==> src/rtl/mbx_pkg.sv <==
package mbx_pkg;

    // Per-channel handshake codes kept in the shared RAM.
    typedef enum logic [7:0] {
        CH_IDLE = 8'd0,
        CH_NEW  = 8'd1,
        CH_RCVD = 8'd2,
        CH_DONE = 8'd3
    } chan_state_e;

    // Progress of the message held by the send engine.
    typedef enum logic [2:0] {
        MS_UNUSED   = 3'd0,
        MS_WAITING  = 3'd1,
        MS_SENT     = 3'd2,
        MS_COMPLETE = 3'd3,
        MS_UNSOL    = 3'd6
    } msg_status_e;

    // Offset of slot 0 from the start of a mailbox area.
    localparam int SLOT_OFS = 32;

    // Value written to the alive byte.
    localparam logic [7:0] ALIVE_MARK = 8'hFF;

endpackage

==> src/rtl/mbx_port_arb.sv <==
module mbx_port_arb #(
    parameter int NP = 2,
    parameter int AW = 10
) (
    input  logic                   clk,
    input  logic                   rst_n,
    input  logic [NP-1:0]          req,
    input  logic [NP-1:0]          we,
    input  logic [NP-1:0][AW-1:0]  addr,
    input  logic [NP-1:0][7:0]     wdata,
    output logic [NP-1:0]          gnt,
    output logic [NP-1:0]          rvalid,
    output logic [AW-1:0]          ram_addr,
    output logic                   ram_we,
    output logic                   ram_re,
    output logic [7:0]             ram_wdata
);
    localparam int PW = (NP > 1) ? $clog2(NP) : 1;

    logic [PW-1:0] last_q;

    // Round robin: search starts one past the last winner.
    always_comb begin
        logic found;
        found = 1'b0;
        gnt   = '0;
        for (int k = 0; k < NP; k++) begin
            if (!found && req[(int'(last_q) + 1 + k) % NP]) begin
                gnt[(int'(last_q) + 1 + k) % NP] = 1'b1;
                found = 1'b1;
            end
        end
    end

    always_comb begin
        ram_addr  = '0;
        ram_we    = 1'b0;
        ram_wdata = '0;
        for (int i = 0; i < NP; i++) begin
            if (gnt[i]) begin
                ram_addr  = addr[i];
                ram_we    = we[i];
                ram_wdata = wdata[i];
            end
        end
    end

    assign ram_re = |(gnt & ~we);

    always_ff @(posedge clk) begin
        if (!rst_n) begin
            last_q <= '0;
            rvalid <= '0;
        end else begin
            rvalid <= gnt & ~we;
            for (int i = 0; i < NP; i++) begin
                if (gnt[i]) last_q <= PW'(i);
            end
        end
    end

    // a single winner per cycle
    a_r11_single_grant: assert property (@(posedge clk) disable iff (!rst_n)
        $onehot0(gnt));

    // read data is only handed back after a RAM read
    a_r11_rvalid_after_read: assert property (@(posedge clk) disable iff (!rst_n)
        (|rvalid) |-> $past(ram_re));

endmodule

==> src/rtl/mbx_send_eng.sv <==
module mbx_send_eng
    import mbx_pkg::*;
#(
    parameter int AW        = 10,
    parameter int NCHAN     = 7,
    parameter int MSG_BYTES = 32,
    parameter int BASE      = 'h200,
    parameter int CW        = 3,
    parameter int MW        = 256
) (
    input  logic          clk,
    input  logic          rst_n,
    input  logic          req_valid,
    output logic          req_ready,
    input  logic [CW-1:0] req_chan,
    input  logic [MW-1:0] req_msg,
    output logic          err,
    output logic [2:0]    status,
    output logic          done,
    output logic [MW-1:0] reply,
    output logic          m_req,
    output logic          m_we,
    output logic [AW-1:0] m_addr,
    output logic [7:0]    m_wdata,
    input  logic          m_gnt,
    input  logic          m_rvalid,
    input  logic [7:0]    m_rdata
);
    localparam int            IW   = $clog2(MSG_BYTES);
    localparam logic [IW-1:0] LAST = IW'(MSG_BYTES - 1);

    typedef enum logic [3:0] {
        SX_IDLE, SX_CHK_RD, SX_CHK_WT, SX_MSG_WR, SX_NEW_WR,
        SX_POLL_RD, SX_POLL_WT, SX_RPL_RD, SX_RPL_WT, SX_CLR_WR
    } sx_e;

    sx_e           st_q, st_d;
    logic [CW-1:0] chan_q;
    logic [MW-1:0] msg_q, rpl_q;
    logic [IW-1:0] idx_q;
    logic [IW:0]   wcnt_q;
    msg_status_e   stat_q;
    logic          err_q, done_q;
    logic          accept, bad_chan;
    logic [AW-1:0] st_addr, slot_addr;

    assign req_ready = (st_q == SX_IDLE);
    assign accept    = req_valid && req_ready;
    assign bad_chan  = req_chan > CW'(NCHAN - 1);
    assign st_addr   = AW'(BASE + 1) + AW'(chan_q);
    assign slot_addr = AW'(BASE + SLOT_OFS) + AW'(chan_q) * AW'(MSG_BYTES) + AW'(idx_q);

    // State register
    always_ff @(posedge clk) begin
        if (!rst_n) st_q <= SX_IDLE;
        else        st_q <= st_d;
    end

    // Next state
    always_comb begin
        st_d = st_q;
        unique case (st_q)
            SX_IDLE:    if (accept && !bad_chan) st_d = SX_CHK_RD;
            SX_CHK_RD:  if (m_gnt) st_d = SX_CHK_WT;
            SX_CHK_WT:  if (m_rvalid) st_d = (m_rdata == CH_IDLE) ? SX_MSG_WR : SX_CHK_RD;
            SX_MSG_WR:  if (m_gnt && idx_q == LAST) st_d = SX_NEW_WR;
            SX_NEW_WR:  if (m_gnt) st_d = SX_POLL_RD;
            SX_POLL_RD: if (m_gnt) st_d = SX_POLL_WT;
            SX_POLL_WT: if (m_rvalid) st_d = (m_rdata == CH_DONE) ? SX_RPL_RD : SX_POLL_RD;
            SX_RPL_RD:  if (m_gnt) st_d = SX_RPL_WT;
            SX_RPL_WT:  if (m_rvalid) st_d = (idx_q == LAST) ? SX_CLR_WR : SX_RPL_RD;
            SX_CLR_WR:  if (m_gnt) st_d = SX_IDLE;
            default:    st_d = SX_IDLE;
        endcase
    end

    // RAM port outputs
    always_comb begin
        m_req   = 1'b0;
        m_we    = 1'b0;
        m_addr  = st_addr;
        m_wdata = '0;
        unique case (st_q)
            SX_CHK_RD, SX_POLL_RD: m_req = 1'b1;
            SX_MSG_WR: begin
                m_req   = 1'b1;
                m_we    = 1'b1;
                m_addr  = slot_addr;
                m_wdata = msg_q[idx_q*8 +: 8];
            end
            SX_NEW_WR: begin
                m_req   = 1'b1;
                m_we    = 1'b1;
                m_wdata = CH_NEW;
            end
            SX_RPL_RD: begin
                m_req  = 1'b1;
                m_addr = slot_addr;
            end
            SX_CLR_WR: begin
                m_req   = 1'b1;
                m_we    = 1'b1;
                m_wdata = CH_IDLE;
            end
            default: ;
        endcase
    end

    // Data path
    always_ff @(posedge clk) begin
        if (!rst_n) begin
            chan_q <= '0;
            msg_q  <= '0;
            rpl_q  <= '0;
            idx_q  <= '0;
            wcnt_q <= '0;
            stat_q <= MS_UNUSED;
            err_q  <= 1'b0;
            done_q <= 1'b0;
        end else begin
            err_q  <= 1'b0;
            done_q <= 1'b0;
            unique case (st_q)
                SX_IDLE: if (accept) begin
                    if (bad_chan) begin
                        err_q <= 1'b1;
                    end else begin
                        chan_q <= req_chan;
                        msg_q  <= req_msg;
                        idx_q  <= '0;
                        wcnt_q <= '0;
                        stat_q <= MS_WAITING;
                    end
                end
                SX_MSG_WR: if (m_gnt) begin
                    idx_q  <= (idx_q == LAST) ? '0 : idx_q + 1'b1;
                    wcnt_q <= wcnt_q + 1'b1;
                end
                SX_NEW_WR: if (m_gnt) stat_q <= MS_SENT;
                SX_RPL_WT: if (m_rvalid) begin
                    rpl_q[idx_q*8 +: 8] <= m_rdata;
                    idx_q <= (idx_q == LAST) ? '0 : idx_q + 1'b1;
                end
                SX_CLR_WR: if (m_gnt) begin
                    done_q <= 1'b1;
                    stat_q <= MS_COMPLETE;
                end
                default: ;
            endcase
        end
    end

    assign err    = err_q;
    assign done   = done_q;
    assign status = stat_q;
    assign reply  = rpl_q;

    // an error pulse only follows an out-of-range request
    a_r2_err_cause: assert property (@(posedge clk) disable iff (!rst_n)
        err_q |-> $past(req_valid && req_chan > CW'(NCHAN - 1)));

    // the whole body is written before the new flag
    a_r3_body_before_flag: assert property (@(posedge clk) disable iff (!rst_n)
        (st_q == SX_NEW_WR && m_gnt) |-> (wcnt_q == (IW+1)'(MSG_BYTES)));

    // completion follows the clear of the state byte
    a_r4_done_after_clear: assert property (@(posedge clk) disable iff (!rst_n)
        done_q |-> $past(st_q == SX_CLR_WR && m_gnt));

    // ready only when no message is in flight
    a_r9_ready_status: assert property (@(posedge clk) disable iff (!rst_n)
        req_ready |-> (stat_q == MS_UNUSED || stat_q == MS_COMPLETE));

endmodule

==> src/rtl/mbx_recv_eng.sv <==
module mbx_recv_eng
    import mbx_pkg::*;
#(
    parameter int AW        = 10,
    parameter int NCHAN     = 7,
    parameter int MSG_BYTES = 32,
    parameter int SND_BASE  = 'h200,
    parameter int RCV_BASE  = 'h300,
    parameter int ALIVE_OFS = 'h1F,
    parameter int CW        = 3,
    parameter int MW        = 256
) (
    input  logic          clk,
    input  logic          rst_n,
    output logic          offer_valid,
    output logic [CW-1:0] offer_chan,
    output logic [MW-1:0] offer_msg,
    input  logic          offer_ack,
    input  logic [MW-1:0] offer_reply,
    output logic          m_req,
    output logic          m_we,
    output logic [AW-1:0] m_addr,
    output logic [7:0]    m_wdata,
    input  logic          m_gnt,
    input  logic          m_rvalid,
    input  logic [7:0]    m_rdata
);
    localparam int            IW    = $clog2(MSG_BYTES);
    localparam logic [IW-1:0] LAST  = IW'(MSG_BYTES - 1);
    localparam logic [CW-1:0] CLAST = CW'(NCHAN - 1);

    typedef enum logic [3:0] {
        RX_INIT, RX_SCAN_RD, RX_SCAN_WT, RX_MARK_WR, RX_MSG_RD,
        RX_MSG_WT, RX_OFFER, RX_RPL_WR, RX_FIN_WR
    } rx_e;

    rx_e           st_q, st_d;
    logic [1:0]    ini_q;
    logic [CW-1:0] chan_q;
    logic [IW-1:0] idx_q;
    logic [MW-1:0] buf_q;
    logic [AW-1:0] st_addr, slot_addr, ini_addr;
    logic [CW-1:0] chan_nx;

    assign st_addr   = AW'(RCV_BASE + 1) + AW'(chan_q);
    assign slot_addr = AW'(RCV_BASE + SLOT_OFS) + AW'(chan_q) * AW'(MSG_BYTES) + AW'(idx_q);
    assign chan_nx   = (chan_q == CLAST) ? '0 : chan_q + 1'b1;

    always_comb begin
        unique case (ini_q)
            2'd0:    ini_addr = AW'(SND_BASE);
            2'd1:    ini_addr = AW'(RCV_BASE);
            default: ini_addr = AW'(RCV_BASE + ALIVE_OFS);
        endcase
    end

    // State register
    always_ff @(posedge clk) begin
        if (!rst_n) st_q <= RX_INIT;
        else        st_q <= st_d;
    end

    // Next state
    always_comb begin
        st_d = st_q;
        unique case (st_q)
            RX_INIT:    if (m_gnt && ini_q == 2'd2) st_d = RX_SCAN_RD;
            RX_SCAN_RD: if (m_gnt) st_d = RX_SCAN_WT;
            RX_SCAN_WT: if (m_rvalid) st_d = (m_rdata == CH_NEW) ? RX_MARK_WR : RX_SCAN_RD;
            RX_MARK_WR: if (m_gnt) st_d = RX_MSG_RD;
            RX_MSG_RD:  if (m_gnt) st_d = RX_MSG_WT;
            RX_MSG_WT:  if (m_rvalid) st_d = (idx_q == LAST) ? RX_OFFER : RX_MSG_RD;
            RX_OFFER:   if (offer_ack) st_d = RX_RPL_WR;
            RX_RPL_WR:  if (m_gnt && idx_q == LAST) st_d = RX_FIN_WR;
            RX_FIN_WR:  if (m_gnt) st_d = RX_SCAN_RD;
            default:    st_d = RX_INIT;
        endcase
    end

    // RAM port and offer outputs
    always_comb begin
        m_req       = 1'b0;
        m_we        = 1'b0;
        m_addr      = st_addr;
        m_wdata     = '0;
        offer_valid = (st_q == RX_OFFER);
        unique case (st_q)
            RX_INIT: begin
                m_req   = 1'b1;
                m_we    = 1'b1;
                m_addr  = ini_addr;
                m_wdata = (ini_q == 2'd2) ? ALIVE_MARK : 8'(NCHAN - 1);
            end
            RX_SCAN_RD: m_req = 1'b1;
            RX_MARK_WR: begin
                m_req   = 1'b1;
                m_we    = 1'b1;
                m_wdata = CH_RCVD;
            end
            RX_MSG_RD: begin
                m_req  = 1'b1;
                m_addr = slot_addr;
            end
            RX_RPL_WR: begin
                m_req   = 1'b1;
                m_we    = 1'b1;
                m_addr  = slot_addr;
                m_wdata = buf_q[idx_q*8 +: 8];
            end
            RX_FIN_WR: begin
                m_req   = 1'b1;
                m_we    = 1'b1;
                m_wdata = CH_DONE;
            end
            default: ;
        endcase
    end

    // Data path
    always_ff @(posedge clk) begin
        if (!rst_n) begin
            ini_q  <= '0;
            chan_q <= '0;
            idx_q  <= '0;
            buf_q  <= '0;
        end else begin
            unique case (st_q)
                RX_INIT:    if (m_gnt) ini_q <= ini_q + 1'b1;
                RX_SCAN_WT: if (m_rvalid && m_rdata != CH_NEW) chan_q <= chan_nx;
                RX_MARK_WR: if (m_gnt) idx_q <= '0;
                RX_MSG_WT:  if (m_rvalid) begin
                    buf_q[idx_q*8 +: 8] <= m_rdata;
                    idx_q <= (idx_q == LAST) ? '0 : idx_q + 1'b1;
                end
                RX_OFFER:   if (offer_ack) buf_q <= offer_reply;
                RX_RPL_WR:  if (m_gnt) idx_q <= (idx_q == LAST) ? '0 : idx_q + 1'b1;
                RX_FIN_WR:  if (m_gnt) chan_q <= chan_nx;
                default: ;
            endcase
        end
    end

    assign offer_chan = chan_q;
    assign offer_msg  = buf_q;

    // an offer holds still until it is acknowledged
    a_r7_offer_hold: assert property (@(posedge clk) disable iff (!rst_n)
        (offer_valid && !offer_ack) |=> (offer_valid && $stable(offer_msg) && $stable(offer_chan)));

    // an offer is only made after the state byte was marked received
    a_r6_offer_after_mark: assert property (@(posedge clk) disable iff (!rst_n)
        $rose(offer_valid) |-> $past(st_q == RX_MSG_WT));

endmodule

==> src/rtl/mbx_chan_ctrl.sv <==
module mbx_chan_ctrl #(
    parameter int AW        = 10,
    parameter int NCHAN     = 7,
    parameter int MSG_BYTES = 32,
    parameter int SND_BASE  = 'h200,
    parameter int RCV_BASE  = 'h300,
    parameter int ALIVE_OFS = 'h1F,
    localparam int CW       = $clog2(NCHAN + 1),
    localparam int MW       = MSG_BYTES * 8
) (
    input  logic          clk,
    input  logic          rst_n,
    output logic [AW-1:0] ram_addr,
    output logic          ram_we,
    output logic          ram_re,
    output logic [7:0]    ram_wdata,
    input  logic [7:0]    ram_rdata,
    input  logic          snd_valid,
    output logic          snd_ready,
    input  logic [CW-1:0] snd_chan,
    input  logic [MW-1:0] snd_msg,
    output logic          snd_err,
    output logic [2:0]    snd_status,
    output logic          snd_done,
    output logic [MW-1:0] snd_reply,
    output logic          rcv_valid,
    output logic [CW-1:0] rcv_chan,
    output logic [MW-1:0] rcv_msg,
    input  logic          rcv_ack,
    input  logic [MW-1:0] rcv_reply
);
    localparam int NP = 2;

    logic [NP-1:0]         a_req, a_we, a_gnt, a_rv;
    logic [NP-1:0][AW-1:0] a_addr;
    logic [NP-1:0][7:0]    a_wd;

    // Port 0: receive engine, port 1: send engine
    mbx_recv_eng #(
        .AW(AW), .NCHAN(NCHAN), .MSG_BYTES(MSG_BYTES), .SND_BASE(SND_BASE),
        .RCV_BASE(RCV_BASE), .ALIVE_OFS(ALIVE_OFS), .CW(CW), .MW(MW)
    ) u_recv (
        .clk(clk), .rst_n(rst_n),
        .offer_valid(rcv_valid), .offer_chan(rcv_chan), .offer_msg(rcv_msg),
        .offer_ack(rcv_ack), .offer_reply(rcv_reply),
        .m_req(a_req[0]), .m_we(a_we[0]), .m_addr(a_addr[0]), .m_wdata(a_wd[0]),
        .m_gnt(a_gnt[0]), .m_rvalid(a_rv[0]), .m_rdata(ram_rdata)
    );

    mbx_send_eng #(
        .AW(AW), .NCHAN(NCHAN), .MSG_BYTES(MSG_BYTES), .BASE(SND_BASE),
        .CW(CW), .MW(MW)
    ) u_send (
        .clk(clk), .rst_n(rst_n),
        .req_valid(snd_valid), .req_ready(snd_ready), .req_chan(snd_chan),
        .req_msg(snd_msg), .err(snd_err), .status(snd_status),
        .done(snd_done), .reply(snd_reply),
        .m_req(a_req[1]), .m_we(a_we[1]), .m_addr(a_addr[1]), .m_wdata(a_wd[1]),
        .m_gnt(a_gnt[1]), .m_rvalid(a_rv[1]), .m_rdata(ram_rdata)
    );

    mbx_port_arb #(.NP(NP), .AW(AW)) u_arb (
        .clk(clk), .rst_n(rst_n),
        .req(a_req), .we(a_we), .addr(a_addr), .wdata(a_wd),
        .gnt(a_gnt), .rvalid(a_rv),
        .ram_addr(ram_addr), .ram_we(ram_we), .ram_re(ram_re), .ram_wdata(ram_wdata)
    );

    // the patch-control byte is never written
    a_r8_patch_untouched: assert property (@(posedge clk) disable iff (!rst_n)
        ram_we |-> (ram_addr != AW'(SND_BASE + ALIVE_OFS)));

    // never a read and a write together
    a_r11_one_access: assert property (@(posedge clk) disable iff (!rst_n)
        !(ram_we && ram_re));

endmodule

==> config.mk <==
export PLATFORM = sky130hd
export DESIGN_NAME = mbx_chan_ctrl
export DESIGN_NICKNAME = d
export VERILOG_FILES = /design/src/rtl/mbx_pkg.sv /design/src/rtl/mbx_port_arb.sv /design/src/rtl/mbx_send_eng.sv /design/src/rtl/mbx_recv_eng.sv /design/src/rtl/mbx_chan_ctrl.sv
export SDC_FILE = /design/constraint.sdc
export NUM_CORES = 2
export LEC_CHECK = 0
export ABC_AREA = 1
export BUFFER_PORTS_ARGS = -buffer_cell sky130_fd_sc_hd__clkbuf_2
export CORE_AREA = 2 2 420 422
export DETAILED_ROUTE_END_ITERATION = 6
export DIE_AREA = 0 0 422 424
export GPL_TIMING_DRIVEN = 0
export PLACE_DENSITY = 0.45
export SLEW_MARGIN = 25
export SYNTH_ARGS = -nofsm -noshare
export SYNTH_HDL_FRONTEND = slang
export SYNTH_SLANG_ARGS = --single-unit
==> constraint.sdc <==
create_clock -name clk -period 5.15 [get_ports clk]
set_input_delay 1.545 -clock clk [delete_from_list [all_inputs] [get_ports clk]]
set_output_delay 1.545 -clock clk [all_outputs]
set_load 0.01 [all_outputs]
==> results.json <==
{
  "status": "complete, but fails checks",
  "violations": "negative setup slack",
  "grt_antenna_before_repair": 27,
  "io_pins": 1069,
  "portBuffers": 1066,
  "tritoncts": "built",
  "fin_nets": 7758,
  "h-tree-depth": 3,
  "critPathLaunchType": "flip-flop",
  "finalSetupTns_ns": -0.0242,
  "wl_um": 286000,
  "dieArea_sq_um": 179000,
  "synth.area.top_cells": "dfxtp_1 (41%), nand2_1 (13%), nor2_1 (12%), o21ai_0 (12%), a21oi_1 (5.3%)",
  "num-fill-cells": 20043,
  "path_clk_slew_ns": 0.06,
  "synth_edf_count": 0,
  "yosysSeqAreaShare": 0.411,
  "gp_congestion": 1.11,
  "p_leak_uw": 0.0228,
  "grt_pass1_wl_um": 376000,
  "drive_above_1_share": 0.209,
  "worstPathCellList": "clkbuf_2 -> buf_1 -> a21oi_1 -> o21ai_0 -> nand3_1 -> nand3_1 -> nand2_1 -> nand3_1 -> nand2_1 -> nand2_1 -> nand2_1 -> clkbuf_2",
  "rows": 154,
  "max-cap-violations": 0,
  "synthDistinctLibCells": 42,
  "criticalPathCategory": "reg -> out",
  "drtPass1Iterations": 6,
  "vias": 47742,
  "viasPerCell": 4.95,
  "cp_slowest_cell": "dfxtp_2",
  "pwr_density_cell_nw_per_um2": 436,
  "finalSetupViolations": 3,
  "cp_data_required_time_ns": 3.61,
  "initial_core_util": 0.223,
  "critical_path.max_fanout": 10,
  "hold_path_class": "reg -> reg",
  "fmax_mhz": 194,
  "fin_crit_ns": 5.16,
  "synth_top_area_frac": 0.411,
  "numCtsBuffers": 98,
  "grt_pass1_vias": 44197,
  "post-route-period-util": 1.00,
  "die_y_um": 424,
  "peakVddDrop_mv": 0.281,
  "post-place-ws_ns": -0.278,
  "cp_slowest_stage_delay_ns": 0.50,
  "cts_root_buf": "clkbuf_16",
  "core-area_sq_um": 175000,
  "ys_ff_latch": 801,
  "async_flop_share": 0,
  "grt_overflow": 0,
  "finalWorstSetupSlack_ns": -0.0146,
  "total_power_uw": 22200,
  "syn_inst": 6043,
  "place_inst": 9454,
  "clk_path_buf_depth": 3,
  "grtUsageTotal": 0.304,
  "cts.sinks": 801,
  "first_iter_violations": 5324,
  "worst_pin_slew_ns": 1.11,
  "syn_nets": 6588,
  "synth_most_common_cell": "nand2_1",
  "finClkSkew_ns": 0.0584,
  "postLayoutCellArea_sq_um": 51000,
  "wl_per_cell_um": 29.6,
  "area_growth_pct": 30.7,
  "synth_ff_type": "dfxtp_1",
  "drcViolationCount": 0,
  "rsz0062_at_grt": "true",
  "synth_common_cells": "nand2_1 (1310), nor2_1 (1289), o21ai_0 (946), dfxtp_1 (801), a21oi_1 (417)",
  "dp_hpwl_um": 240000,
  "relSlewSlack": 0.259,
  "cp.arrival_ns": 3.62,
  "crit_path_end_kind": "output pin",
  "insertion_delay_ns": 0.77,
  "drtAntennaViolNets": 0,
  "path_common_cell": "nand2_1",
  "grt_max_degree": 17,
  "die_w_um": 422,
  "post_dp_cell_area_sq_um": 47400,
  "final_cell_count_no_fill": 9645,
  "drv_slew": 0,
  "syn_area_per_cell_sq_um": 6.46,
  "syn_area_sq_um": 39000,
  "finalHoldViolations": 0,
  "synth_area_leader_cell": "dfxtp_1",
  "synth_warnings": 0
}
## critical path: cells and delay by family (launching register included)
| family | cells | cell delay, ns |
|---|---|---|
| buffers and inverters | 3 | 1.04 |
| flip-flops | 1 | 0.50 |
| AND/OR/NAND/NOR | 7 | 1.07 |
| AO/OA/AOI/OAI | 2 | 0.26 |
## flip-flops by register name, summed over array words and instances (netlist names), 4 cells and up
signal            flops
u_recv.offer_msg    256
u_recv.st_q           4
u_send.msg_q        256
u_recv.idx_q          5
u_send.idx_q          5
u_send.st_q           4
u_send.reply        256
## cell type report
| cell class | count | area [sq um] | share of cell area |
|---|---|---|---|
| timing repair buffer | 1071 | 5430 | 0.106 |
| inverter | 352 | 1320 | 0.0259 |
| antenna | 10 | 25.0 | 0.000491 |
| buffer | 385 | 1910 | 0.0375 |
| multi-input combinational | 4504 | 20000 | 0.392 |
| clock buffer | 144 | 2840 | 0.0556 |
| tap | 2340 | 2930 | 0.0574 |
| clock inverter | 38 | 524 | 0.0103 |
| sequential | 801 | 16000 | 0.314 |
## what timing repair did
item                       4_1_cts  5_1_grt
hold buffers                     0        0
buffers inserted                 0        0
resized for setup              115       14
pin swaps                        2        2
setup endpoints to repair       76        8
## path summary, 6_finish.rpt
kind	slack, ns	startpoint	depth (start not counted)	to
worst max-delay path	-0.01	u_recv.idx_q[1]$_SDFFE_PN0P_	12	ram_wdata[7]
worst min-delay path	0.44	u_send.reply[163]$_SDFFE_PN0P_	2	u_send.reply[163]$_SDFFE_PN0P_
worst max register to register	0.44	u_send.idx_q[0]$_SDFFE_PN0P_	15	u_send.reply[209]$_SDFFE_PN0P_
worst min register to register	0.44	u_send.reply[163]$_SDFFE_PN0P_	2	u_send.reply[163]$_SDFFE_PN0P_
## cell families after synthesis
family | share of synthesized area
buffers and inverters | 0.0782
other | 0.0000961
AND/OR/NAND/NOR | 0.309
XOR/XNOR | 0.00109
AO/OA/AOI/OAI | 0.195
flip-flops | 0.411
adder cells (fa/ha/maj) | 0.00577
## metrics by stage
stage               utilization  hold WS (ns)
floorplan                     -         0.429
global placement          0.270         0.434
detailed placement        0.271         0.437
CTS                       0.291         0.446
global route              0.291         0.465
finish                    0.291         0.444
## layout by cell type (no fill, tap or decap), types with 19 or more instances in the layout
cell       synthesis  layout
nor3_1            58      58
nand4_1           25      25
clkbuf_1         252     210
buf_2             70      72
nand2_1         1310    1310
clkbuf_2           0    1116
a21oi_1          417     417
dfxtp_1          801     800
clkbuf_16          0      98
nor2_1          1289    1285
o22ai_1           34      34
o21ai_1           22      32
o21ai_0          946     935
clkbuf_8           0      26
buf_4             37      46
nor2_2            16      20
o211ai_1          34      34
nor2_4            19      19
inv_2             30      30
clkinv_2           0      21
nand3_1          251     243
inv_1            317     317
## report_power, final
part	total [uW]	internal, uW	switching (uW)
clock	7370	4200	3170
sequential	7400	6920	477
combinational	7460	1910	5550
total	22200	13000	9200
## layer usage
layer	GRT usage	wire, um	vias to the layer above
li1	-	-	21941
met1	0.363	112000	22894
met2	0.502	132000	2352
met3	0.0575	20600	545
met4	0.189	20600	10
met5	0	57	-
(Power assumes the default switching activity.)
